## src/rtl/scp_pkg.sv

```systemverilog
`timescale 1ns/1ps
package scp_pkg;
  // Lane positions inside the synchronizer bus.
  localparam int LN_CLK  = 0;
  localparam int LN_WR   = 1;
  localparam int LN_ENH  = 2;
  localparam int LN_DAT  = 3;
  localparam int LANES   = 4;
  // Lanes that need edge detection (clock and both strobes).
  localparam int EDGE_LANES = 3;
endpackage

```

## src/rtl/scp_sync.sv

```systemverilog
`timescale 1ns/1ps
module scp_sync #(
  parameter int N      = 4,
  parameter int STAGES = 2
) (
  input  logic         clk,
  input  logic         rst_n,
  input  logic [N-1:0] async_i,
  output logic [N-1:0] lvl_o
);
  logic [STAGES-1:0][N-1:0] pipe_q;

  generate
    if (STAGES == 1) begin : g_one
      always_ff @(posedge clk or negedge rst_n) begin
        if (!rst_n) pipe_q <= '0;
        else        pipe_q <= async_i;
      end
    end else begin : g_many
      always_ff @(posedge clk or negedge rst_n) begin
        if (!rst_n) pipe_q <= '0;
        else        pipe_q <= {pipe_q[STAGES-2:0], async_i};
      end
    end
  endgenerate

  assign lvl_o = pipe_q[STAGES-1];
endmodule

```

## src/rtl/scp_edge.sv

```systemverilog
`timescale 1ns/1ps
module scp_edge #(
  parameter int N = 3
) (
  input  logic         clk,
  input  logic         rst_n,
  input  logic [N-1:0] lvl_i,
  output logic [N-1:0] rise_o
);
  logic [N-1:0] prev_q;

  always_ff @(posedge clk or negedge rst_n) begin
    if (!rst_n) prev_q <= '0;
    else        prev_q <= lvl_i;
  end

  genvar g;
  generate
    for (g = 0; g < N; g++) begin : g_rise
      assign rise_o[g] = lvl_i[g] & ~prev_q[g];
    end
  endgenerate

  AST_RISE_SINGLE: assert property (@(posedge clk) disable iff (!rst_n)
    (rise_o != '0) |=> ((rise_o & $past(rise_o)) == '0));
endmodule

```

## src/rtl/scp_shift.sv

```systemverilog
`timescale 1ns/1ps
module scp_shift #(
  parameter int W = 21
) (
  input  logic         clk,
  input  logic         rst_n,
  input  logic         step_i,
  input  logic         bit_i,
  input  logic         enh_act_i,
  output logic [W-1:0] word_o,
  output logic         dout_o
);
  logic [W-1:0] sh_q;

  always_ff @(posedge clk or negedge rst_n) begin
    if (!rst_n)      sh_q <= '0;
    else if (step_i) sh_q <= {sh_q[W-2:0], bit_i};
  end

  assign word_o = sh_q;
  assign dout_o = enh_act_i & sh_q[W-1];

  AST_SHIFT_HOLD: assert property (@(posedge clk) disable iff (!rst_n)
    !step_i |=> $stable(sh_q));
  AST_SHIFT_MOVE: assert property (@(posedge clk) disable iff (!rst_n)
    step_i |=> (sh_q[W-1:1] == $past(sh_q[W-2:0])));
endmodule

```

## src/rtl/scp_latch.sv

```systemverilog
`timescale 1ns/1ps
module scp_latch #(
  parameter int M_W   = 9,
  parameter int A_W   = 4,
  parameter int R_W   = 6,
  parameter int K_W   = 18,
  parameter int ORD_W = 2
) (
  input  logic                     clk,
  input  logic                     rst_n,
  input  logic                     wr_rise_i,
  input  logic                     enh_rise_i,
  input  logic [M_W+A_W+R_W+1:0]   word_i,
  output logic [M_W-1:0]           m_q,
  output logic [A_W-1:0]           a_q,
  output logic [R_W-1:0]           r_q,
  output logic                     dith_q,
  output logic [K_W-1:0]           k_q,
  output logic [ORD_W-1:0]         ord_q,
  output logic [K_W+ORD_W-1:0]     aux_q
);
  localparam int WORD_W = M_W + A_W + R_W + 2;
  localparam int SEC_W  = K_W + ORD_W;
  localparam int R_LO   = 1;
  localparam int A_LO   = R_LO + R_W;
  localparam int M_LO   = A_LO + A_W;

  logic [WORD_W-1:0] pri_q;
  logic [SEC_W-1:0]  stg_q;
  logic [SEC_W-1:0]  act_q;
  logic [SEC_W-1:0]  enh_q;
  logic              commit;

  assign commit = word_i[WORD_W-1];

  always_ff @(posedge clk or negedge rst_n) begin
    if (!rst_n) begin
      pri_q <= '0;
      stg_q <= '0;
      act_q <= '0;
    end else if (wr_rise_i) begin
      if (commit) begin
        pri_q <= word_i;
        act_q <= stg_q;
      end else begin
        stg_q <= word_i[SEC_W-1:0];
      end
    end
  end

  always_ff @(posedge clk or negedge rst_n) begin
    if (!rst_n)          enh_q <= '0;
    else if (enh_rise_i) enh_q <= word_i[SEC_W-1:0];
  end

  assign m_q    = pri_q[M_LO +: M_W];
  assign a_q    = pri_q[A_LO +: A_W];
  assign r_q    = pri_q[R_LO +: R_W];
  assign dith_q = pri_q[0];
  assign k_q    = act_q[K_W-1:0];
  assign ord_q  = act_q[SEC_W-1:K_W];
  assign aux_q  = enh_q;

  AST_STAGE_HOLD: assert property (@(posedge clk) disable iff (!rst_n)
    !wr_rise_i |=> $stable(stg_q));
  AST_STAGE_KEEPS_ACTIVE: assert property (@(posedge clk) disable iff (!rst_n)
    (wr_rise_i && !commit) |=> ($stable(act_q) && $stable(pri_q)));
  AST_PRI_HOLD: assert property (@(posedge clk) disable iff (!rst_n)
    !wr_rise_i |=> ($stable(pri_q) && $stable(act_q)));
  AST_COMMIT_COPY: assert property (@(posedge clk) disable iff (!rst_n)
    (wr_rise_i && commit) |=> (act_q == $past(stg_q)));
  AST_PRI_FLAG: assert property (@(posedge clk) disable iff (!rst_n)
    (pri_q != '0) |-> pri_q[WORD_W-1]);
  AST_ENH_HOLD: assert property (@(posedge clk) disable iff (!rst_n)
    !enh_rise_i |=> $stable(enh_q));
endmodule

```

## src/rtl/scp_port.sv

```systemverilog
`timescale 1ns/1ps
module scp_port #(
  parameter int M_W         = 9,
  parameter int A_W         = 4,
  parameter int R_W         = 6,
  parameter int K_W         = 18,
  parameter int ORD_W       = 2,
  parameter int SYNC_STAGES = 2
) (
  input  logic                 clk,
  input  logic                 rst_n,
  input  logic                 ser_clk_i,
  input  logic                 ser_data_i,
  input  logic                 wr_stb_i,
  input  logic                 enh_stb_i,
  input  logic                 enh_n_i,
  input  logic                 direct_i,
  input  logic [M_W-1:0]       dir_m_i,
  input  logic [A_W-1:0]       dir_a_i,
  input  logic [R_W-1:0]       dir_r_i,
  input  logic [K_W-1:0]       dir_k_i,
  output logic [M_W-1:0]       m_o,
  output logic [A_W-1:0]       a_o,
  output logic [R_W-1:0]       r_o,
  output logic [K_W-1:0]       k_o,
  output logic [ORD_W-1:0]     mod_ord_o,
  output logic                 dither_o,
  output logic [K_W+ORD_W-1:0] aux_o,
  output logic                 dout_o
);
  import scp_pkg::*;

  localparam int WORD_W = M_W + A_W + R_W + 2;
  localparam int SEC_W  = K_W + ORD_W;

  logic [LANES-1:0]      raw;
  logic [LANES-1:0]      lvl;
  logic [EDGE_LANES-1:0] rise;
  logic [WORD_W-1:0]     word;
  logic                  enh_act;

  logic [M_W-1:0]   lm;
  logic [A_W-1:0]   la;
  logic [R_W-1:0]   lr;
  logic             ld;
  logic [K_W-1:0]   lk;
  logic [ORD_W-1:0] lo;
  logic [SEC_W-1:0] laux;

  always_comb begin
    raw         = '0;
    raw[LN_CLK] = ser_clk_i;
    raw[LN_WR]  = wr_stb_i;
    raw[LN_ENH] = enh_stb_i;
    raw[LN_DAT] = ser_data_i;
  end

  assign enh_act = ~enh_n_i;

  scp_sync #(.N(LANES), .STAGES(SYNC_STAGES)) u_sync (
    .clk    (clk),
    .rst_n  (rst_n),
    .async_i(raw),
    .lvl_o  (lvl)
  );

  scp_edge #(.N(EDGE_LANES)) u_edge (
    .clk   (clk),
    .rst_n (rst_n),
    .lvl_i (lvl[EDGE_LANES-1:0]),
    .rise_o(rise)
  );

  scp_shift #(.W(WORD_W)) u_shift (
    .clk      (clk),
    .rst_n    (rst_n),
    .step_i   (rise[LN_CLK]),
    .bit_i    (lvl[LN_DAT]),
    .enh_act_i(enh_act),
    .word_o   (word),
    .dout_o   (dout_o)
  );

  scp_latch #(.M_W(M_W), .A_W(A_W), .R_W(R_W), .K_W(K_W), .ORD_W(ORD_W)) u_latch (
    .clk       (clk),
    .rst_n     (rst_n),
    .wr_rise_i (rise[LN_WR]),
    .enh_rise_i(rise[LN_ENH]),
    .word_i    (word),
    .m_q       (lm),
    .a_q       (la),
    .r_q       (lr),
    .dith_q    (ld),
    .k_q       (lk),
    .ord_q     (lo),
    .aux_q     (laux)
  );

  always_comb begin
    if (direct_i) begin
      m_o       = dir_m_i;
      a_o       = dir_a_i;
      r_o       = dir_r_i;
      k_o       = dir_k_i;
      mod_ord_o = '0;
      dither_o  = 1'b0;
    end else begin
      m_o       = lm;
      a_o       = la;
      r_o       = lr;
      k_o       = lk;
      mod_ord_o = lo;
      dither_o  = ld;
    end
  end

  assign aux_o = enh_act ? laux : '0;

  AST_AUX_QUIET: assert property (@(posedge clk) disable iff (!rst_n)
    enh_n_i |-> (aux_o == '0));
  AST_DOUT_QUIET: assert property (@(posedge clk) disable iff (!rst_n)
    enh_n_i |-> !dout_o);
endmodule

```

## config.mk

```make
export PLATFORM = sky130hd
export DESIGN_NAME = scp_port
export DESIGN_NICKNAME = d
export VERILOG_FILES = /design/src/rtl/scp_pkg.sv /design/src/rtl/scp_sync.sv /design/src/rtl/scp_edge.sv /design/src/rtl/scp_shift.sv /design/src/rtl/scp_latch.sv /design/src/rtl/scp_port.sv
export SDC_FILE = /design/constraint.sdc
export NUM_CORES = 1
export LEC_CHECK = 0
export BUFFER_PORTS_ARGS = -buffer_cell sky130_fd_sc_hd__buf_2
export CAP_MARGIN = 15
export CORE_UTILIZATION = 25
export DETAILED_ROUTE_END_ITERATION = 6
export GPL_TIMING_DRIVEN = 0
export PLACE_DENSITY = 0.47
export SETUP_SLACK_MARGIN = 0.02
export SYNTH_ARGS = -nofsm -noshare
export SYNTH_HDL_FRONTEND = slang
export SYNTH_SLANG_ARGS = --single-unit
```

## constraint.sdc

```tcl
create_clock -name clk -period 2.6 [get_ports clk]
set_clock_uncertainty 0.1 [all_clocks]
set_input_delay 0.26 -clock clk [delete_from_list [all_inputs] [get_ports clk]]
set_output_delay 0.26 -clock clk [all_outputs]
set_load 0.02 [all_outputs]
```

==> flow_summary.toml, run 1 <==
[power]
vdd.ir_drop.worst_v = 0.000339
p_leak_nw = 3.12
power.density_mw_per_mm2 = 741

[yosys]
mappedNetlistNets = 339
synthDominantCellAreaShare_pct = 58.2
synth.distinct_cells = 11
postSynthAreaPerCell_um2 = 16.4
ys_seq_area_share_pct = 58.2
async_reset_ff_share_pct = 100
yosysMostFrequentCell = "dfrtp_1"
yosysTopAreaCell = "dfrtp_1"
dominantRegCellSynth = "dfrtp_1"
postSynthCellCount = 294
synthesized_cell_area_mm2 = 0.00481
yosysWarningCount = 0
ys_seq_elements = 112
cell_types_with_the_highest_counts_after_synthesis = "112 x dfrtp_1, 97 x mux2_2, 40 x mux2_4"
synth.area.top_cells = "dfrtp_1 58%, mux2_2 23%, mux2_4 12%"
synth_enable_flop_cells = 0

[timing]
worst-slew-pin-transition_ps = 492
timing.final.setup_violations = 0
finalHoldViolations = 0
timing.final.crit_period_ps = 1540
hold-worst-slack_ps = 203
rsz0062_at_grt = "no"
maxSlewHeadroom_pct = 67.2
slew_violations = 0
fmax_ghz = 0.648
setup_ws_ps = 1060
min_period_over_period_pct = 59.3
finalSetupTns_ps = 0

[grt]
grtUsageTotal_pct = 11.3
global_route.overflow_total = 0
grt_first_pass_wirelength_um = 16700
largest_net_degree_at_the_start_of_global_routing = 100
via_count_of_the_first_global_routing_pass = 2892
antenna_violations_before_repair = 0

[setup_path]
rrSetupSlack_ps = 1100
worst-setup-path-type = "reg -> out"
required_ps = 2240
end_kind = "primary output"
cp_data_arrival_time_ps = 1180
critical_path.startpoint_type = "register"
critPathMaxFanout = 4

[clocking]
cts_resized = 0
clk_pin_slew_ps = 70
clock_latency_ps = 340
clockRootBuffer = "clkbuf_16"
tritoncts_num_sinks = 112
cts-buffers-inserted = 9
holdBufCountCts = 5
cts_setup_buffers = 0
clock_path_buffers = 2
cts_tree = "built"
ctsHtreeMaxLevel = 3

[placed_design]
finalWeightedCongestion = 0.702
port_buffers = 104
place_inst = 633
placement.setup.worst_slack_ps = 1100
place_hpwl_um = 7350
dpl-instance-area_mm2 = 0.00566

[routing]
initialDrtViolationCount = 166
detailroute.via_count = 2700
ant_nets = 0
route.detailed.drc = 0
route.detailed.vias_per_inst = 4.13
detail_route.wl_per_cell_um = 15.8
firstDrtPassIters = 4
postRouteWirelength_um = 10300

[layout]
fin_cells = 654
design.final.nets = 460
areaGrowthSynthToFinish_pct = 24.6
design_area_mm2 = 0.00600
n_antenna_cell = 0
post_route_cells_drive_above_1_share_pct = 65.0

[die]
die-height_um = 141
dieArea_mm2 = 0.0198
core_region_area_mm2 = 0.0188
boundaryPins = 106
dieWidth_um = 141
placementRows = 50
start_util_pct = 25.7

[run]
cap_violations = 0

[min_path]
worstHoldPathType = "in -> async"

[run_status]
outcome = "complete, no violations"
[stage by stage]
stage | total power [mW] | utilization, %
floorplan | 2.82 | -
global placement | 3.14 | 30.0
detailed placement | 3.17 | 30.2
CTS | 4.52 | 32.0
global route | 4.72 | 32.0
finish | 4.44 | 32.0
[routing by layer]
metal,up-vias,part of all wire (%),global-route usage (%)
li1,1276,-,-
met1,1368,48,15.5
met2,45,46,16.8
met3,11,3.7,2.28
met4,0,1.8,5.49
met5,-,0,0
[placed cells by master, fill, tap and decap left out, drive strengths merged]
master / n
nand3b: 1
mux2: 138
dfrtp: 112
nor3b: 1
nor2b: 26
clkinv: 3
buf: 119
dlygate4sd3: 5
clkbuf: 15
[power by group]
group / internal [mW] / total [mW] / switching [mW]
logic: 0.433 / 0.762 / 0.329
registers: 2.07 / 2.36 / 0.284
clock network: 0.725 / 1.33 / 0.600
[worst max-delay path: stages (launching register included)]
cell	delay (ps)
dfrtp_1	500
nor2b_1	170
buf_2	170
[cells by family after synthesis]
kind of cell	count (synthesis)	share of synthesized area, %
buf+inv	16	2.34
mux	138	35.4
flops	112	58.2
simple gates	28	4.05
[registers in the layout (all words and copies together) (netlist names)]
| register | flops |
|---|---|
| u_latch.stg_q | 20 |
| u_latch.pri_q | 20 |
| u_edge.prev_q | 3 |
| u_sync.lvl_o | 4 |
| u_sync.pipe_q | 4 |
| u_latch.aux_q | 20 |
| u_latch.act_q | 20 |
| u_shift.word_o | 21 |
[worst paths after layout]
path,startpoint,endpoint,depth (start not counted)
worst max register to register,u_shift.word_o[20]$_DFFE_PN0P_,u_latch.stg_q[5]$_DFFE_PN0P_,3
max in group asynchronous,rst_n,u_shift.word_o[4]$_DFFE_PN0P_,3
worst min-delay path,rst_n,u_latch.pri_q[2]$_DFFE_PN0P_,2
worst min register to register,u_sync.pipe_q[0]$_DFF_PN0_,u_sync.lvl_o[0]$_DFF_PN0_,0
worst max-delay path,u_shift.word_o[20]$_DFFE_PN0P_,dout_o,2
min in group clk,u_sync.pipe_q[0]$_DFF_PN0_,u_sync.lvl_o[0]$_DFF_PN0_,0
[cell type report]
| type | count | area [µm²] |
|---|---|---|
| sequential | 112 | 2800 |
| multi-input combinational | 166 | 1900 |
| clock inverter | 3 | 15.0 |
| clock buffer | 13 | 270 |
| fill | 1863 | 12800 |
| timing repair buffer | 110 | 604 |
| buffer | 16 | 113 |
| tap | 234 | 293 |
No activity file was read; power rests on OpenSTA's default activity.
==> run 2: changes to the inputs <==
--- a/config.mk
+++ b/config.mk
@@ -5,12 +5,13 @@
 export SDC_FILE = /design/constraint.sdc
 export NUM_CORES = 1
 export LEC_CHECK = 0
+export ABC_AREA = 1
 export BUFFER_PORTS_ARGS = -buffer_cell sky130_fd_sc_hd__buf_2
 export CAP_MARGIN = 15
 export CORE_UTILIZATION = 25
 export DETAILED_ROUTE_END_ITERATION = 6
 export GPL_TIMING_DRIVEN = 0
-export PLACE_DENSITY = 0.47
+export PLACE_DENSITY = 0.48
 export SETUP_SLACK_MARGIN = 0.02
 export SYNTH_ARGS = -nofsm -noshare
 export SYNTH_HDL_FRONTEND = slang
==> constraint.sdc (replaced) <==
create_clock -name clk -period 1.3 [get_ports clk]
set_clock_uncertainty 0.1 [all_clocks]
set_input_delay 0.13 -clock clk [delete_from_list [all_inputs] [get_ports clk]]
set_output_delay 0.13 -clock clk [all_outputs]
set_load 0.02 [all_outputs]
==> flow_summary.toml, run 2 <==
[setup_path]
cp_data_arrival_time_ps = 1060
worst_path_most_repeated_cell = "buf_6"
worst-setup-path-type = "reg -> out"
crit_path_cell_trace = "buf_6 > inv_8 > nor2_4 > buf_6"
critical_path.startpoint_type = "register"
critPathMaxFanout = 2
cp.buffers_inverters = 3
worst_path_max_delay_cell = "dfrtp_1"
slowest_delay_ps = 370
cp_top_family = "flip-flops"
required_ps = 1070
end_kind = "primary output"
rrSetupSlack_ps = 60

[yosys]
async_reset_ff_share_pct = 100
ys_seq_area_share_pct = 55.3
synthDominantCellAreaShare_pct = 55.3
postSynthCellCount = 605
mappedNetlistNets = 650
ys_seq_elements = 112
synth.distinct_cells = 17
yosysTopAreaCell = "dfrtp_1"
synth.area.top_cells = "dfrtp_1 55%, nand2_1 15%, nand4_1 7.4%"
cell_types_with_the_highest_counts_after_synthesis = "201 x nand2_1, 112 x dfrtp_1, 82 x inv_1"
yosysWarningCount = 0
synthesized_cell_area_mm2 = 0.00506
postSynthAreaPerCell_um2 = 8.37
synth_enable_flop_cells = 0
dominantRegCellSynth = "dfrtp_1"
yosysMostFrequentCell = "nand2_1"

[routing]
initialDrtViolationCount = 179
detail_route.wl_per_cell_um = 13.0
ant_nets = 0
route.detailed.vias_per_inst = 4.19
detailroute.via_count = 4332
firstDrtPassIters = 4
postRouteWirelength_um = 13400
route.detailed.drc = 0

[layout]
post-route-util_pct = 35.7
areaGrowthSynthToFinish_pct = 38.7
largest_register_ffs = 21
n_antenna_cell = 0
design.final.nets = 810
mostFrequentLayoutCell = "nand2_1"
most_frequent_cells_in_the_layout = "189 x nand2_1, 112 x dfrtp_1, 86 x buf_4"
post_route_cells_drive_above_1_share_pct = 31.9

[timing]
rsz0062_at_grt = "yes"
timing.final.setup_violations = 0
fmax_ghz = 0.776
setup_ws_ps = 10.9
min_period_over_period_pct = 99.2
hold-worst-slack_ps = 166
finalHoldViolations = 0
worst-slew-pin-transition_ps = 598
timing.final.crit_period_ps = 1290
slew_violations = 0
maxSlewHeadroom_pct = 60.1

[clocking]
cts-buffers-inserted = 9
tritoncts_num_sinks = 112
clock_path_buffers = 2
clock_latency_ps = 350
cts_tree = "built"
clk_pin_slew_ps = 70
clockRootBuffer = "clkbuf_16"
ctsHtreeMaxLevel = 3

[power]
power.density_mw_per_mm2 = 1250
comb_power_share_pct = 13.9
p_leak_nw = 3.54
sequentialPowerShare_pct = 46.0
cell_internal_pwr_mw = 6.55
p_switching_mw = 2.21
power_switching_share_pct = 25.2
vdd.ir_drop.worst_v = 0.000694
share_clk_of_total_power_pct = 40.1

[grt]
grtUsageTotal_pct = 13.4
grt_first_pass_wirelength_um = 21300
largest_net_degree_at_the_start_of_global_routing = 69
via_count_of_the_first_global_routing_pass = 4074
antenna_violations_before_repair = 0
global_route.overflow_total = 0

[die]
dieWidth_um = 144
dieArea_mm2 = 0.0208
start_util_pct = 25.8
placementRows = 51
core_region_area_mm2 = 0.0197
boundaryPins = 106
die-height_um = 144

[placed_design]
port_buffers = 104
placement.setup.worst_slack_ps = 36.5
finalWeightedCongestion = 0.724
place_hpwl_um = 9570

[run]
cap_violations = 0

[run_status]
outcome = "complete, no violations"

[min_path]
worstHoldPathType = "in -> async"
## run 2: final timing paths
check | from | to | cells past startpoint
setup / recovery | u_shift.word_o[20]$_DFFE_PN0P_ | dout_o | 4
hold / removal | rst_n | u_latch.act_q[3]$_DFFE_PN0P_ | 2
setup reg to reg | u_shift.word_o[20]$_DFFE_PN0P_ | u_latch.stg_q[15]$_DFFE_PN0P_ | 7
hold reg to reg | u_sync.pipe_q[3]$_DFF_PN0_ | u_sync.lvl_o[3]$_DFF_PN0_ | 0
max in group asynchronous | rst_n | u_shift.word_o[12]$_DFFE_PN0P_ | 3
min in group clk | u_sync.pipe_q[3]$_DFF_PN0_ | u_sync.lvl_o[3]$_DFF_PN0_ | 0
## run 2: timing repair
| item | CTS | global route |
|---|---|---|
| hold buffers | 5 | 0 |
| cloned | 0 | 2 |
| endpoints found under the hold margin | 48 | 0 |
| pin swaps | 1 | 5 |
| gates resized for setup | 67 | 93 |
| buffers inserted | 23 | 15 |
| endpoints found under the setup margin | 40 | 103 |
## run 2: final cells by class
type                            count  area (µm²)
Fill cell                        2133       12600
Sequential cell                   112        2800
Multi-Input combinational cell    365        1750
Timing Repair Buffer              150        1110
Tap cell                          265         332
Inverter                           84         323
Buffer                             43         322
Clock buffer                       10         229
Clock inverter                      6         155
## run 2: per-stage QoR
stage	setup TNS, ps	total power, mW	instances	cell area (µm²)
CTS	-10.4	8.75	1018	6650
detailed placement	0	5.12	975	5950
finish	0	8.76	1035	7020
floorplan	0	4.65	605	5060
global placement	-161550	5.10	974	5920
global route	-442	9.18	1035	7020
## run 2: cell families (layout without fill, tap and decap cells)
| group | count (synthesis) | count (layout) | synth area share (%) |
|---|---|---|---|
| and+or+nand+nor | 288 | 288 | 24.7 |
| buffers and inverters | 128 | 293 | 12.3 |
| DFF | 112 | 112 | 55.3 |
| AOI/OAI and AO/OA | 77 | 77 | 7.61 |
## run 2: routing by layer
| layer | GRT usage (%) | up-vias | wire, µm |
|---|---|---|---|
| li1 | - | 2248 | - |
| met3 | 1.79 | 14 | 443 |
| met1 | 18.4 | 1983 | 6600 |
| met4 | 5.48 | 0 | 220 |
| met2 | 21.3 | 87 | 6150 |
| met5 | 0 | - | 0 |
## run 2: power groups by stage
| stage | combinational, mW | clock (mW) | sequential [mW] |
|---|---|---|---|
| floorplan | 0.648 | 0 | 4.00 |
| global placement | 1.02 | 0 | 4.08 |
| detailed placement | 1.04 | 0 | 4.09 |
| CTS | 1.11 | 3.62 | 4.02 |
| global route | 1.38 | 3.74 | 4.07 |
| finish | 1.21 | 3.51 | 4.03 |
